--- config.mk ---
export PLATFORM = sky130hd
export DESIGN_NAME = sram_seq_ctrl
export DESIGN_NICKNAME = d
export VERILOG_FILES = /design/src/rtl/sram_seq_pkg.sv /design/src/rtl/sram_seq_timer.sv /design/src/rtl/sram_seq_pins.sv /design/src/rtl/sram_seq_datapath.sv /design/src/rtl/sram_seq_ctrl.sv
export SDC_FILE = /design/constraint.sdc
export NUM_CORES = 1
export LEC_CHECK = 0
export BUFFER_PORTS_ARGS = -buffer_cell sky130_fd_sc_hd__clkbuf_2
export CAP_MARGIN = 20
export CORE_ASPECT_RATIO = 1.2
export CORE_UTILIZATION = 45
export CTS_CLUSTER_SIZE = 24
export DETAILED_ROUTE_END_ITERATION = 6
export HOLD_SLACK_MARGIN = 0.03
export PLACE_DENSITY = 0.77
export RECOVER_POWER = 100
export REMOVE_ABC_BUFFERS = 1
export SYNTH_ARGS = -nofsm -noshare
export SYNTH_HDL_FRONTEND = slang
export SYNTH_SLANG_ARGS = --single-unit
--- constraint.sdc ---
create_clock -name clk -period 2.75 [get_ports clk]
set_input_delay 0.55 -clock clk [delete_from_list [all_inputs] [get_ports clk]]
set_output_delay 0.55 -clock clk [all_outputs]
set_load 0.1 [all_outputs]
--- src/rtl/sram_seq_pkg.sv ---
`timescale 1ns/1ps
package sram_seq_pkg;

    typedef enum logic [1:0] {
        PH_IDLE,
        PH_SETUP,
        PH_STROBE,
        PH_RECOVER
    } phase_e;

    typedef struct packed {
        logic cs1_n;
        logic cs2;
        logic we_n;
        logic oe_n;
        logic dq_oe;
    } pin_ctl_t;

    localparam pin_ctl_t PINS_STANDBY = '{cs1_n: 1'b1, cs2: 1'b0, we_n: 1'b1, oe_n: 1'b1, dq_oe: 1'b0};

    function automatic int unsigned cycles_ceil(input int unsigned ns, input int unsigned per);
        int unsigned c;
        c = (ns + per - 1) / per;
        if (c == 0) c = 1;
        return c;
    endfunction

    function automatic int unsigned max_u(input int unsigned a, input int unsigned b);
        return (a > b) ? a : b;
    endfunction

    function automatic pin_ctl_t pins_for(input phase_e ph, input logic is_wr);
        pin_ctl_t p;
        p = PINS_STANDBY;
        unique case (ph)
            PH_IDLE: p = PINS_STANDBY;
            PH_SETUP: begin
                p.cs1_n = 1'b0;
                p.cs2   = 1'b1;
            end
            PH_STROBE: begin
                p.cs1_n = 1'b0;
                p.cs2   = 1'b1;
                p.we_n  = ~is_wr;
                p.oe_n  = is_wr;
                p.dq_oe = is_wr;
            end
            PH_RECOVER: begin
                p.cs1_n = 1'b0;
                p.cs2   = 1'b1;
                p.dq_oe = is_wr;
            end
            default: p = PINS_STANDBY;
        endcase
        return p;
    endfunction

endpackage

--- src/rtl/sram_seq_timer.sv ---
`timescale 1ns/1ps
module sram_seq_timer
    import sram_seq_pkg::*;
#(
    parameter int unsigned RD_CYC = 1,
    parameter int unsigned WR_CYC = 1
) (
    input  logic   clk,
    input  logic   rst,
    input  logic   start,
    input  logic   is_wr,
    output phase_e phase_q,
    output phase_e phase_nxt,
    output logic   last_strobe
);
    localparam int unsigned MAXC = max_u(RD_CYC, WR_CYC);
    localparam int unsigned CW   = $clog2(MAXC + 1);
    localparam logic [CW-1:0] RD_LOAD = CW'(RD_CYC - 1);
    localparam logic [CW-1:0] WR_LOAD = CW'(WR_CYC - 1);

    logic [CW-1:0] cnt_q;

    assign last_strobe = (phase_q == PH_STROBE) && (cnt_q == '0);

    always_comb begin
        phase_nxt = phase_q;
        unique case (phase_q)
            PH_IDLE:    if (start) phase_nxt = PH_SETUP;
            PH_SETUP:   phase_nxt = PH_STROBE;
            PH_STROBE:  if (cnt_q == '0) phase_nxt = PH_RECOVER;
            PH_RECOVER: phase_nxt = PH_IDLE;
            default:    phase_nxt = PH_IDLE;
        endcase
    end

    always_ff @(posedge clk) begin
        if (rst) begin
            phase_q <= PH_IDLE;
            cnt_q   <= '0;
        end else begin
            phase_q <= phase_nxt;
            if (phase_q == PH_SETUP)
                cnt_q <= is_wr ? WR_LOAD : RD_LOAD;
            else if (phase_q == PH_STROBE && cnt_q != '0)
                cnt_q <= cnt_q - 1'b1;
        end
    end
endmodule

--- src/rtl/sram_seq_pins.sv ---
`timescale 1ns/1ps
module sram_seq_pins
    import sram_seq_pkg::*;
(
    input  logic     clk,
    input  logic     rst,
    input  phase_e   phase_nxt,
    input  logic     is_wr,
    output pin_ctl_t pins_q
);
    always_ff @(posedge clk) begin
        if (rst) pins_q <= PINS_STANDBY;
        else     pins_q <= pins_for(phase_nxt, is_wr);
    end
endmodule

--- src/rtl/sram_seq_datapath.sv ---
`timescale 1ns/1ps
module sram_seq_datapath #(
    parameter int unsigned ADDR_W = 13,
    parameter int unsigned DATA_W = 8
) (
    input  logic              clk,
    input  logic              rst,
    input  logic              accept,
    input  logic              in_wr,
    input  logic [ADDR_W-1:0] in_addr,
    input  logic [DATA_W-1:0] in_wdata,
    input  logic              capture,
    input  logic [DATA_W-1:0] bus_in,
    output logic              wr_q,
    output logic [ADDR_W-1:0] addr_q,
    output logic [DATA_W-1:0] wdata_q,
    output logic [DATA_W-1:0] rdata_q,
    output logic              rvalid_q
);
    always_ff @(posedge clk) begin
        if (rst) begin
            wr_q     <= 1'b0;
            addr_q   <= '0;
            wdata_q  <= '0;
            rdata_q  <= '0;
            rvalid_q <= 1'b0;
        end else begin
            if (accept) begin
                wr_q    <= in_wr;
                addr_q  <= in_addr;
                wdata_q <= in_wdata;
            end
            rvalid_q <= capture && !wr_q;
            if (capture && !wr_q) rdata_q <= bus_in;
        end
    end
endmodule

--- src/rtl/sram_seq_ctrl.sv ---
`timescale 1ns/1ps
module sram_seq_ctrl
    import sram_seq_pkg::*;
#(
    parameter int unsigned ADDR_W  = 13,
    parameter int unsigned DATA_W  = 8,
    parameter int unsigned CLK_NS  = 20,
    parameter int unsigned T_AA_NS = 20,
    parameter int unsigned T_WP_NS = 15,
    parameter int unsigned T_DW_NS = 10
) (
    input  logic              clk,
    input  logic              rst,
    input  logic              host_req,
    output logic              host_ready,
    input  logic              host_wr,
    input  logic [ADDR_W-1:0] host_addr,
    input  logic [DATA_W-1:0] host_wdata,
    output logic [DATA_W-1:0] host_rdata,
    output logic              host_rvalid,
    output logic [ADDR_W-1:0] mem_addr,
    output logic              mem_cs1_n,
    output logic              mem_cs2,
    output logic              mem_we_n,
    output logic              mem_oe_n,
    output logic [DATA_W-1:0] mem_dq_out,
    input  logic [DATA_W-1:0] mem_dq_in,
    output logic              mem_dq_oe
);
    localparam int unsigned RD_CYC = cycles_ceil(T_AA_NS, CLK_NS);
    localparam int unsigned WR_CYC = max_u(cycles_ceil(T_WP_NS, CLK_NS),
                                           cycles_ceil(T_DW_NS, CLK_NS));

    phase_e   phase_q;
    phase_e   phase_nxt;
    logic     last_strobe;
    logic     accept;
    logic     wr_q;
    pin_ctl_t pins_q;

    assign host_ready = (phase_q == PH_IDLE);
    assign accept     = host_req && host_ready;

    sram_seq_timer #(
        .RD_CYC (RD_CYC),
        .WR_CYC (WR_CYC)
    ) u_timer (
        .clk         (clk),
        .rst         (rst),
        .start       (accept),
        .is_wr       (wr_q),
        .phase_q     (phase_q),
        .phase_nxt   (phase_nxt),
        .last_strobe (last_strobe)
    );

    sram_seq_datapath #(
        .ADDR_W (ADDR_W),
        .DATA_W (DATA_W)
    ) u_dp (
        .clk      (clk),
        .rst      (rst),
        .accept   (accept),
        .in_wr    (host_wr),
        .in_addr  (host_addr),
        .in_wdata (host_wdata),
        .capture  (last_strobe),
        .bus_in   (mem_dq_in),
        .wr_q     (wr_q),
        .addr_q   (mem_addr),
        .wdata_q  (mem_dq_out),
        .rdata_q  (host_rdata),
        .rvalid_q (host_rvalid)
    );

    sram_seq_pins u_pins (
        .clk       (clk),
        .rst       (rst),
        .phase_nxt (phase_nxt),
        .is_wr     (wr_q),
        .pins_q    (pins_q)
    );

    assign mem_cs1_n = pins_q.cs1_n;
    assign mem_cs2   = pins_q.cs2;
    assign mem_we_n  = pins_q.we_n;
    assign mem_oe_n  = pins_q.oe_n;
    assign mem_dq_oe = pins_q.dq_oe;
endmodule

## Word-level counts from Yosys, hierarchy flattened

Cells that the tools add are included.

| cells by class | value |
|---|---|
| shift operators | 0 |
| order comparisons | 0 |
| bitwise logic cells | 4 |
| equal/unequal tests | 6 |
| reductions and logical operators | 12 |
| div/mod/pow operators | 0 |
| $mul | 0 |
| mux-type cells | 4 |
| $add $sub $neg | 1 |

Operators by type and width:

| kind | number |
|---|---|
| $eq 2x2->1 const B | 4 |
| $pmux 2 s4 | 1 |
| $reduce_or 2->1 | 4 |
| $eq 2x1->1 const B | 2 |
| $logic_and 1x1->1 | 4 |
| $logic_not 2->1 | 2 |
| $mux 2 | 2 |
| $not 1->1 | 4 |
| $pmux 2 s2 | 1 |
| $reduce_or 3->1 | 1 |
| $logic_not 1->1 | 1 |
| $sub 1x1->1 const B | 1 |

| word-level totals | value |
|---|---|
| word-level logic and storage cells | 39 |
| input port bits | 33 |
| memory bits (writable) | 0 |
| memories | 0 |
| register bits | 39 |
| bits in latches | 0 |
| output and inout bits | 36 |
| bits in read-only memories | 0 |

## Longest topological paths before layout

Gate-level depths: netlist (run 1).

| logic depth | value |
|---|---|
| depth after elaboration | 8 |
| gate-level depth with buffers | 4 |
| gate-level depth less buffers | 2 |

## Modules after synthesis

From an unflattened synthesis (run 1), not the netlist that was laid out.

| second synthesis, totals | value |
|---|---|
| cell total of the unflattened synthesis | 136 |
| area total of the unflattened synthesis | 1501.4 um^2 |

By module, submodules not included:

| module | times used | area an instance (um^2) | sequential area each (um^2) | cells each |
|---|---|---|---|---|
| sram_seq_datapath | 1 | 1173.6 | 620.6 | 108 |
| sram_seq_timer | 1 | 163.9 | 60.1 | 16 |
| sram_seq_pins | 1 | 147.6 | 100.1 | 10 |
| sram_seq_ctrl | 1 | 16.3 | 0.0 | 2 |

## Worst setup path before layout (run 1)

OpenSTA, ideal clock, no wires.

| timing path | value |
|---|---|
| path type | register to output |
| from | register u_timer.phase_q[1] |
| to | output port host_ready |
| stages on the path, launching flop included | 3 |
| path buffers | 1 |
| required time | 2.200 ns |
| path slack | 0.453 ns |
| arrival | 1.747 ns |
| cells stage by stage | dfxtp_1 buf_4 nor2_1 |

| on the way | value |
|---|---|
| cells in the longest elaborated chain, start to end | 1 |

Ends and longest elaborated chain:

| item | RTL line | RTL |
|---|---|---|
| start, declared | sram_seq_timer.sv:12 | `output phase_e phase_q,` |
| start signal, assigned | sram_seq_timer.sv:41 | `phase_q <= phase_nxt;` |
| $logic_not 2->1 | sram_seq_ctrl.sv:41 | `assign host_ready = (phase_q == PH_IDLE);` |
| end, declared | sram_seq_ctrl.sv:15 | `output logic host_ready,` |

Every way passes these cells.

## Worst setup path in the final report (run 1)

| timing path | value |
|---|---|
| from | register u_dp.addr_q[9] |
| to | output port mem_addr[9] |

RTL lines:

| item | RTL line | RTL |
|---|---|---|
| start, declared | sram_seq_datapath.sv:15 | `output logic [ADDR_W-1:0] addr_q,` |
| start signal, assigned | sram_seq_datapath.sv:30 | `addr_q <= in_addr;` |
| end, declared | sram_seq_ctrl.sv:21 | `output logic [ADDR_W-1:0] mem_addr,` |

No word-level cell between the ends.

==> results.toml, run 1 <==
[clock_tree]
htreeDepth = 2
cts_setup_buffers = 0
clock-root-buffer = "clkbuf_8"
cts_buffers = 5
clk_path_buf_depth = 2
clkTransAtPathRegs_ns = 0.07
clock_latency_ns = 0.28
cts_tree = "yes"
cts.sinks = 39
cts.repair.resized = 0
hold_buffers = 0

[critical_path]
crit_fanout = 2
cp.buffers_inverters = 1
crit_chain = "clkbuf_1"
end_kind = "primary output"
worstPathArrival_ns = 1.52
required_ns = 2.20
critPathMaxStageDelay_ns = 0.90
slowest_stage = "clkbuf_1"
critPathTopFamily = "buffers and inverters"
worstSetupPathType = "reg -> out"
start_kind = "flip-flop"

[run_status]
outcome = "complete, but fails checks"
violations = "design-rule violations"

[route]
route.antenna.remaining_nets = 0
drtIter0Drc = 44
drc_errors = 4
routed_wl_mm = 3.02
vias = 1234
routedWlPerCell_um = 10.9
vias_per_cell = 4.45
drtPass1Iterations = 6

[floorplanning]
die_y_um = 69.3
row_count = 24
die_w_um = 58.1
io_pins = 69
core_area_sq_um = 3630
start_util = 0.467
die-area_sq_um = 4020

[logic_synthesis]
synth.area.top_cells = "dfxtp_1 (46%), nand2b_1 (23%), mux2i_1 (18%)"
synth.cell_area_sq_um = 1700
ys_seq_elements = 39
synth_top_area_cell = "dfxtp_1"
ys.flop_type = "dfxtp_1"
synth_edf_count = 0
synth_xor_area_frac = 0.00516
ys_seq_area_frac = 0.460
synth_warnings = 0
synth_adder_area_share = 0
synthArstFlopShare = 0
synth_most_common_cell = "nand2b_1"
synth_top_area_frac = 0.460
synthCells = 160
synth_simple_gate_area_share = 0.285
synthMuxAreaShare = 0.177
synth.avg_cell_area_sq_um = 10.6
synth_common_cells = "nand2b_1 (62), dfxtp_1 (39), mux2i_1 (30), clkbuf_1 (6), nor2_1 (4)"
synth_compound_area_frac = 0.0214
synthDistinctLibCells = 21
synth_top_family_by_area = "simple AND/OR/NAND/NOR gates"

[run]
maxCapViolations = 0

[layout]
n_antenna_cell = 0
drive_above_1_share = 0.200
syn_to_final_growth_pct = 23.0
nFillCells = 320
nNetsFinal = 257
final_area_sq_um = 2090

[timing]
period_minus_slack_ns = 2.07
hold_viol = 0
rsz0062_at_grt = "no"
max_freq_ghz = 0.484
fin_setup_tns_ns = 0
clock_skew_ns = 0.00332
tightest_slew_ns = 1.21
slew_viol_final = 0
period_share = 0.752
setup_violations = 0
relSlewSlack = 0.194

[pwr]
power_density_nw_per_um2 = 820
p_leak_nw = 0.863
ir_worst_vdd_uv = 445

[placed_design]
placement.io_buffers = 68
dp_hpwl_mm = 2.02
dpl-instance-area_sq_um = 2020
finalWeightedCongestion = 0.710

[global_routing]
grt_pass1_vias = 1200
antenna_found_initial = 0
grt_max_degree = 68
grt_pass1_wl_mm = 5.23
grt_use_total = 0.168
grt_overflow = 0

[min_path]
min_path_type = "reg -> reg"
## power breakdown
part,switching (mW),leakage (nW),total [mW],internal [mW]
clock network,0.193,0.0612,0.486,0.293
registers,0.0366,0.320,0.654,0.617
logic,0.458,0.482,0.572,0.115
total,0.687,0.863,1.71,1.03
## routing by layer
metal / wire length (um) / up-vias / part of all wire / global-route usage
met5: 0 / - / 0 / 0
met4: 81 / 0 / 0.027 / 0.0899
met3: 133 / 6 / 0.044 / 0.0392
met2: 1480 / 34 / 0.49 / 0.289
met1: 1330 / 549 / 0.44 / 0.186
li1: - / 645 / - / -
## worst paths after layout
check / start / endpoint / slack [ns] / cells past startpoint
min: u_dp.addr_q[9] / u_dp.addr_q[9] / 0.47 / 2
max: u_dp.addr_q[9] / mem_addr[9] / 0.68 / 1
max reg2reg: u_timer.phase_q[1] / u_dp.rdata_q[2] / 0.80 / 2
min reg2reg: u_dp.addr_q[9] / u_dp.addr_q[9] / 0.47 / 2
## flip-flops by register name, summed over array words and instances, names as in the netlist
| name | count |
|---|---|
| u_dp.addr_q | 13 |
| u_dp.rdata_q | 8 |
| u_dp.rvalid_q | 1 |
| u_dp.wdata_q | 8 |
| u_dp.wr_q | 1 |
| u_pins.pins_q | 5 |
| u_timer.cnt_q | 1 |
| u_timer.phase_q | 2 |
## worst reg2reg max path, cell delays in order (launching register included)
cell,delay [ns]
dfxtp_1,0.56
nor4b_2,1.02
mux2i_1,0.29
## layout make-up
cell class	instances	area (sq um)	area share
Sequential cell	39	781	0.374
Multi-Input combinational cell	109	820	0.393
Clock inverter	2	35.0	0.0168
Timing Repair Buffer	69	304	0.146
Clock buffer	6	82.6	0.0396
Tap cell	52	65.1	0.0312
## cells by family after synthesis
logic type / after synthesis
buffers and inverters: 12
xor gates and xnor gates: 1
AOI/OAI and AO/OA: 5
muxes: 30
DFF: 39
and+or+nand+nor: 73
## placed cells by master (no fill, tap or decap), types with 2 or more instances in the layout
cell type  synthesis  final
nor2_1             4      4
nand2b_1          62     62
mux2i_1           30     30
a211oi_1           2      2
dfxtp_1           39     39
clkbuf_8           0      6
clkbuf_2           0     33
clkbuf_1           6     35
## through the flow
stage / power (mW) / utilization / hold WS [ns] / cells / worst slack (ns)
3_3_place_gp: 1.25 / 0.556 / 0.459 / 269 / 1.07
2_1_floorplan: 1.15 / - / 0.496 / 148 / 0.506
4_1_cts: 1.75 / 0.589 / 0.476 / 277 / 0.856
3_5_place_dp: 1.26 / 0.556 / 0.465 / 269 / 1.03
6_report: 1.71 / 0.574 / 0.471 / 277 / 0.683
5_1_grt: 1.78 / 0.574 / 0.494 / 277 / 0.596
Note: power is estimated with default switching activity, not from simulation.
==> run 2, diff against run 1 <==
--- a/config.mk
+++ b/config.mk
@@ -8,7 +8,7 @@
 export BUFFER_PORTS_ARGS = -buffer_cell sky130_fd_sc_hd__clkbuf_2
 export CAP_MARGIN = 20
 export CORE_ASPECT_RATIO = 1.2
-export CORE_UTILIZATION = 45
+export CORE_UTILIZATION = 43
 export CTS_CLUSTER_SIZE = 24
 export DETAILED_ROUTE_END_ITERATION = 6
 export HOLD_SLACK_MARGIN = 0.03
==> constraint.sdc (replaced) <==
create_clock -name clk -period 1.7 [get_ports clk]
set_input_delay 0.34 -clock clk [delete_from_list [all_inputs] [get_ports clk]]
set_output_delay 0.34 -clock clk [all_outputs]
set_load 0.1 [all_outputs]
==> run 2 against run 1 <==
The flow now finishes without violations. Final cell count grew 0.72%. Routed wire length shrank 1.5%. Hold slack lost 0.18 ns. Largest cell class unchanged.
==> results.toml, run 2 (synthesized netlist as in run 1, its figures left out) <==
[run_status]
outcome = "complete, no violations"

[floorplanning]
die-area_sq_um = 4200
die_y_um = 70.8
io_pins = 69
start_util = 0.459
row_count = 24
core_area_sq_um = 3690
die_w_um = 59.3

[critical_path]
slowest_stage = "dfxtp_1"
start_kind = "flip-flop"
end_kind = "primary output"
worstPathArrival_ns = 1.23
required_ns = 1.36
crit_chain = "nor2_1 -> clkbuf_4"
critPathMaxStageDelay_ns = 0.57
worstSetupPathType = "reg -> out"
crit_fanout = 11

[global_routing]
grt_max_degree = 53
grt_use_total = 0.157
grt_pass1_wl_mm = 4.98
antenna_found_initial = 0
grt_pass1_vias = 1180
grt_overflow = 0

[timing]
hold_viol = 0
period_share = 0.925
slew_viol_final = 0
hold_ws_ns = 0.293
clock_skew_ns = 0.00198
period_minus_slack_ns = 1.57
max_freq_ghz = 0.636
tightest_slew_ns = 0.550
rsz0062_at_grt = "no"
setup_violations = 0
relSlewSlack = 0.635

[pwr]
ir_worst_vdd_uv = 567
power_density_nw_per_um2 = 1250
p_leak_nw = 0.981
p_total_mw = 2.67

[layout]
n_antenna_cell = 0
reg.largest.list = "u_dp.addr_q (13), u_dp.rdata_q (8), u_dp.wdata_q (8)"
final_area_sq_um = 2130
syn_to_final_growth_pct = 25.8
mostFrequentLayoutCells = "clkbuf_2 (68), nand2b_1 (62), dfxtp_1 (39)"
nNetsFinal = 259
largest_register_ff_count = 13
max_flop_register = "u_dp.addr_q"
layout_commonest_cell = "clkbuf_2"
drive_above_1_share = 0.352
nFillCells = 336
fin_cells = 279

[placed_design]
dp_hpwl_mm = 2.12
finalWeightedCongestion = 0.718
dpl-instance-area_sq_um = 2060
dp_cells = 271
placement.io_buffers = 68

[clock_tree]
cts.sinks = 39
clk_path_buf_depth = 2
cts_buffers = 5
cts_setup_buffers = 0
clock_latency_ns = 0.28
htreeDepth = 2
hold_buffers = 0
clock-root-buffer = "clkbuf_8"
clkTransAtPathRegs_ns = 0.07
cts_tree = "yes"
cts.repair.resized = 0

[route]
drc_errors = 0
drtIter0Drc = 30
routedWlPerCell_um = 10.7
routed_wl_mm = 2.98
vias = 1258
vias_per_cell = 4.51
route.antenna.remaining_nets = 0
drtPass1Iterations = 4

[min_path]
min_path_type = "in -> reg"

[run]
maxCapViolations = 0
-- run 2: cell types whose count changed in the layout (fill, tap and decap cells not counted) --
cell	previous run	this run
clkinv_2	1	0
clkbuf_8	6	7
clkbuf_1	35	1
nor4b_1	0	1
buf_4	1	0
bufinv_16	1	0
nor4b_2	1	0
clkbuf_4	0	2
buf_12	0	1
clkbuf_2	33	68
-- run 2: per-stage QoR --
step / TNS, ns / setup slack, ns / util
6_report: 0 / 0.128 / 0.578
4_1_cts: 0 / 0.155 / 0.586
5_1_grt: 0 / 0.0740 / 0.578
2_1_floorplan: -0.334 / -0.334 / -
3_5_place_dp: 0 / 0.380 / 0.559
3_3_place_gp: 0 / 0.445 / 0.559
-- run 2: layer usage --
layer / part of all wire / global-route usage
met1: 0.44 / 0.174
met2: 0.50 / 0.267
met3: 0.037 / 0.0439
met4: 0.022 / 0.0820
met5: 0 / 0
-- run 2: worst max-delay path: cells and delay by family, from the launching register on --
kind                   cells  cell delay [ns]
DFF                        1             0.57
and+or+nand+nor            1             0.09
buffers and inverters      1             0.29
-- run 2: worst paths after layout --
check                     start              end  slack [ns]  depth (start not counted)
max          u_timer.phase_q[1]       host_ready        0.13                          2
min reg2reg      u_dp.addr_q[3]   u_dp.addr_q[3]        0.47                          2
max reg2reg  u_timer.phase_q[1]  u_dp.rdata_q[0]        0.20                          3
min                host_addr[3]   u_dp.addr_q[3]        0.29                          3
-- run 2: layout make-up --
class                      count  area, sq um  area share
clock buffer                   8          100      0.0469
sequential                    39          781       0.366
tap                           52         65.1      0.0305
multi-input combinational    109          813       0.381
timing repair buffer          71          375       0.176
-- run 2: power breakdown --
group / internal (mW) / total [mW] / switching [mW]
Clock: 0.370 / 0.666 / 0.296
Combinational: 0.210 / 0.949 / 0.740
Sequential: 0.999 / 1.06 / 0.0599
==> run 3, diff against run 2 <==
--- a/config.mk
+++ b/config.mk
@@ -8,11 +8,12 @@
 export BUFFER_PORTS_ARGS = -buffer_cell sky130_fd_sc_hd__clkbuf_2
 export CAP_MARGIN = 20
 export CORE_ASPECT_RATIO = 1.2
-export CORE_UTILIZATION = 43
+export CORE_UTILIZATION = 45
+export CTS_BUF_LIST = sky130_fd_sc_hd__clkbuf_8
 export CTS_CLUSTER_SIZE = 24
 export DETAILED_ROUTE_END_ITERATION = 6
 export HOLD_SLACK_MARGIN = 0.03
-export PLACE_DENSITY = 0.77
+export PLACE_DENSITY = 0.8
 export RECOVER_POWER = 100
 export REMOVE_ABC_BUFFERS = 1
 export SYNTH_ARGS = -nofsm -noshare
==> run 3 against run 2 <==
The flow now finishes with violations (design-rule violations). Hold slack worse by 0.0028 ns. Final area stayed put. Clock-buffer cell count decreased by 1. Critical path depth unchanged. Clock power up 2%. Global-route usage is 0.56 points higher. Sequential power hardly changed. Clock skew rose by 0.0042 ns. Largest power group unchanged.
==> results.toml, run 3 (synthesized netlist as in run 1, its figures left out) <==
[route]
route.antenna.remaining_nets = 0
routedWlPerCell_um = 10.9
vias_per_cell = 4.40
drc_errors = 4
drtPass1Iterations = 6
drtIter0Drc = 38
routed_wl_mm = 3.04
vias = 1228

[clock_tree]
cts_tree = "yes"
clkTransAtPathRegs_ns = 0.08
clk_path_buf_depth = 2
cts.repair.resized = 0
clock-root-buffer = "clkbuf_8"
cts.sinks = 39
htreeDepth = 2
hold_buffers = 0
cts_buffers = 5
cts_setup_buffers = 0
clock_latency_ns = 0.29

[floorplanning]
core_area_sq_um = 3630
start_util = 0.467
row_count = 24
die_w_um = 58.1
io_pins = 69
die_y_um = 69.3
die-area_sq_um = 4020

[run_status]
violations = "design-rule violations"
outcome = "complete, but fails checks"

[global_routing]
grt_pass1_vias = 1211
grtUsageMet1 = 0.179
grt.met3_usage = 0.0410
grt_use_total = 0.163
grt_pass1_wl_mm = 5.11
grt_max_degree = 37
grt_busiest_layer = "met2"
antenna_found_initial = 0
met2_usage = 0.278
grt_overflow = 0

[layout]
drive_above_1_share = 0.352
final_core_util = 0.587
max_flop_register = "u_dp.addr_q"
final_area_sq_um = 2130
reg.largest.list = "u_dp.addr_q (13), u_dp.rdata_q (8), u_dp.wdata_q (8)"
syn_to_final_growth_pct = 25.8
n_antenna_cell = 0
layout_commonest_cell = "clkbuf_2"
nFillCells = 359
largest_register_ff_count = 13
mostFrequentLayoutCells = "clkbuf_2 (68), nand2b_1 (62), dfxtp_1 (39)"
nNetsFinal = 259

[timing]
relSlewSlack = 0.634
hold_viol = 0
max_freq_ghz = 0.635
period_share = 0.926
setup_violations = 0
slew_viol_final = 0
rsz0062_at_grt = "no"
period_minus_slack_ns = 1.57
worst_slack_ns = 0.126
clock_skew_ns = 0.00616
fin_setup_tns_ns = 0
tightest_slew_ns = 0.551

[critical_path]
end_kind = "primary output"
crit_fanout = 11
required_ns = 1.36
start_kind = "flip-flop"
cp.buffers_inverters = 1
crit_chain = "nor2_1 -> clkbuf_4"
critPathTopFamily = "flip-flops"
worstSetupPathType = "reg -> out"
worstPathArrival_ns = 1.23
slowest_stage = "dfxtp_1"
critPathMaxStageDelay_ns = 0.57

[placed_design]
dpl-instance-area_sq_um = 2060
dp_hpwl_mm = 2.13
dpl_worst_slack_ns = 0.386
placement.io_buffers = 68
finalWeightedCongestion = 0.720

[pwr]
power_density_nw_per_um2 = 1260
ir_worst_vdd_uv = 652
p_total_mw = 2.68
p_leak_nw = 0.985

[run]
maxCapViolations = 0

[min_path]
min_path_type = "in -> reg"
[run 3: cell types whose count changed in the layout (fill, tap and decap cells not counted), sizes merged]
cell	delta
clkbuf	-1
inv	+1
[run 3: layer usage]
layer	vias to the layer above	part of all wire
li1	647	-
met1	543	0.45
met2	32	0.49
met3	6	0.043
met4	0	0.019
met5	-	0
[run 3: final cells by class]
| cell class | instances | area (sq um) | area share |
|---|---|---|---|
| repair buffers | 71 | 375 | 0.176 |
| multi-input cells | 109 | 813 | 0.381 |
| well taps | 52 | 65.1 | 0.0305 |
| flip-flops and latches | 39 | 781 | 0.366 |
| clock buffers | 7 | 96.3 | 0.0451 |
| clock inverters | 1 | 3.75 | 0.00176 |
[run 3: where the power goes]
| part | switching (mW) | total (mW) | leakage [nW] | internal [mW] |
|---|---|---|---|---|
| Clock | 0.312 | 0.676 | 0.0557 | 0.364 |
| Sequential | 0.0598 | 1.06 | 0.320 | 0.999 |
| Combinational | 0.740 | 0.950 | 0.610 | 0.210 |
[run 3: per-stage QoR]
| stage | hold slack (ns) | std cells |
|---|---|---|
| after floorplan | 0.412 | 148 |
| after global placement | 0.457 | 271 |
| after detailed placement | 0.461 | 271 |
| after CTS | 0.283 | 279 |
| after global routing | 0.296 | 279 |
| final | 0.290 | 279 |
[run 3: path summary, 6_finish.rpt]
kind / start / to / slack [ns] / cells past startpoint
hold reg to reg: u_dp.wdata_q[7] / u_dp.wdata_q[7] / 0.47 / 2
setup / recovery: u_timer.phase_q[1] / host_ready / 0.13 / 2
hold / removal: host_wdata[7] / u_dp.wdata_q[7] / 0.29 / 3
setup reg to reg: u_timer.phase_q[1] / u_dp.rdata_q[7] / 0.21 / 3
[run 3: worst register-to-register path, cell delays in order (launching register included)]
cell      delay (ns)
dfxtp_1         0.57
nor4b_1         0.28
clkbuf_2        0.33
mux2i_1         0.23
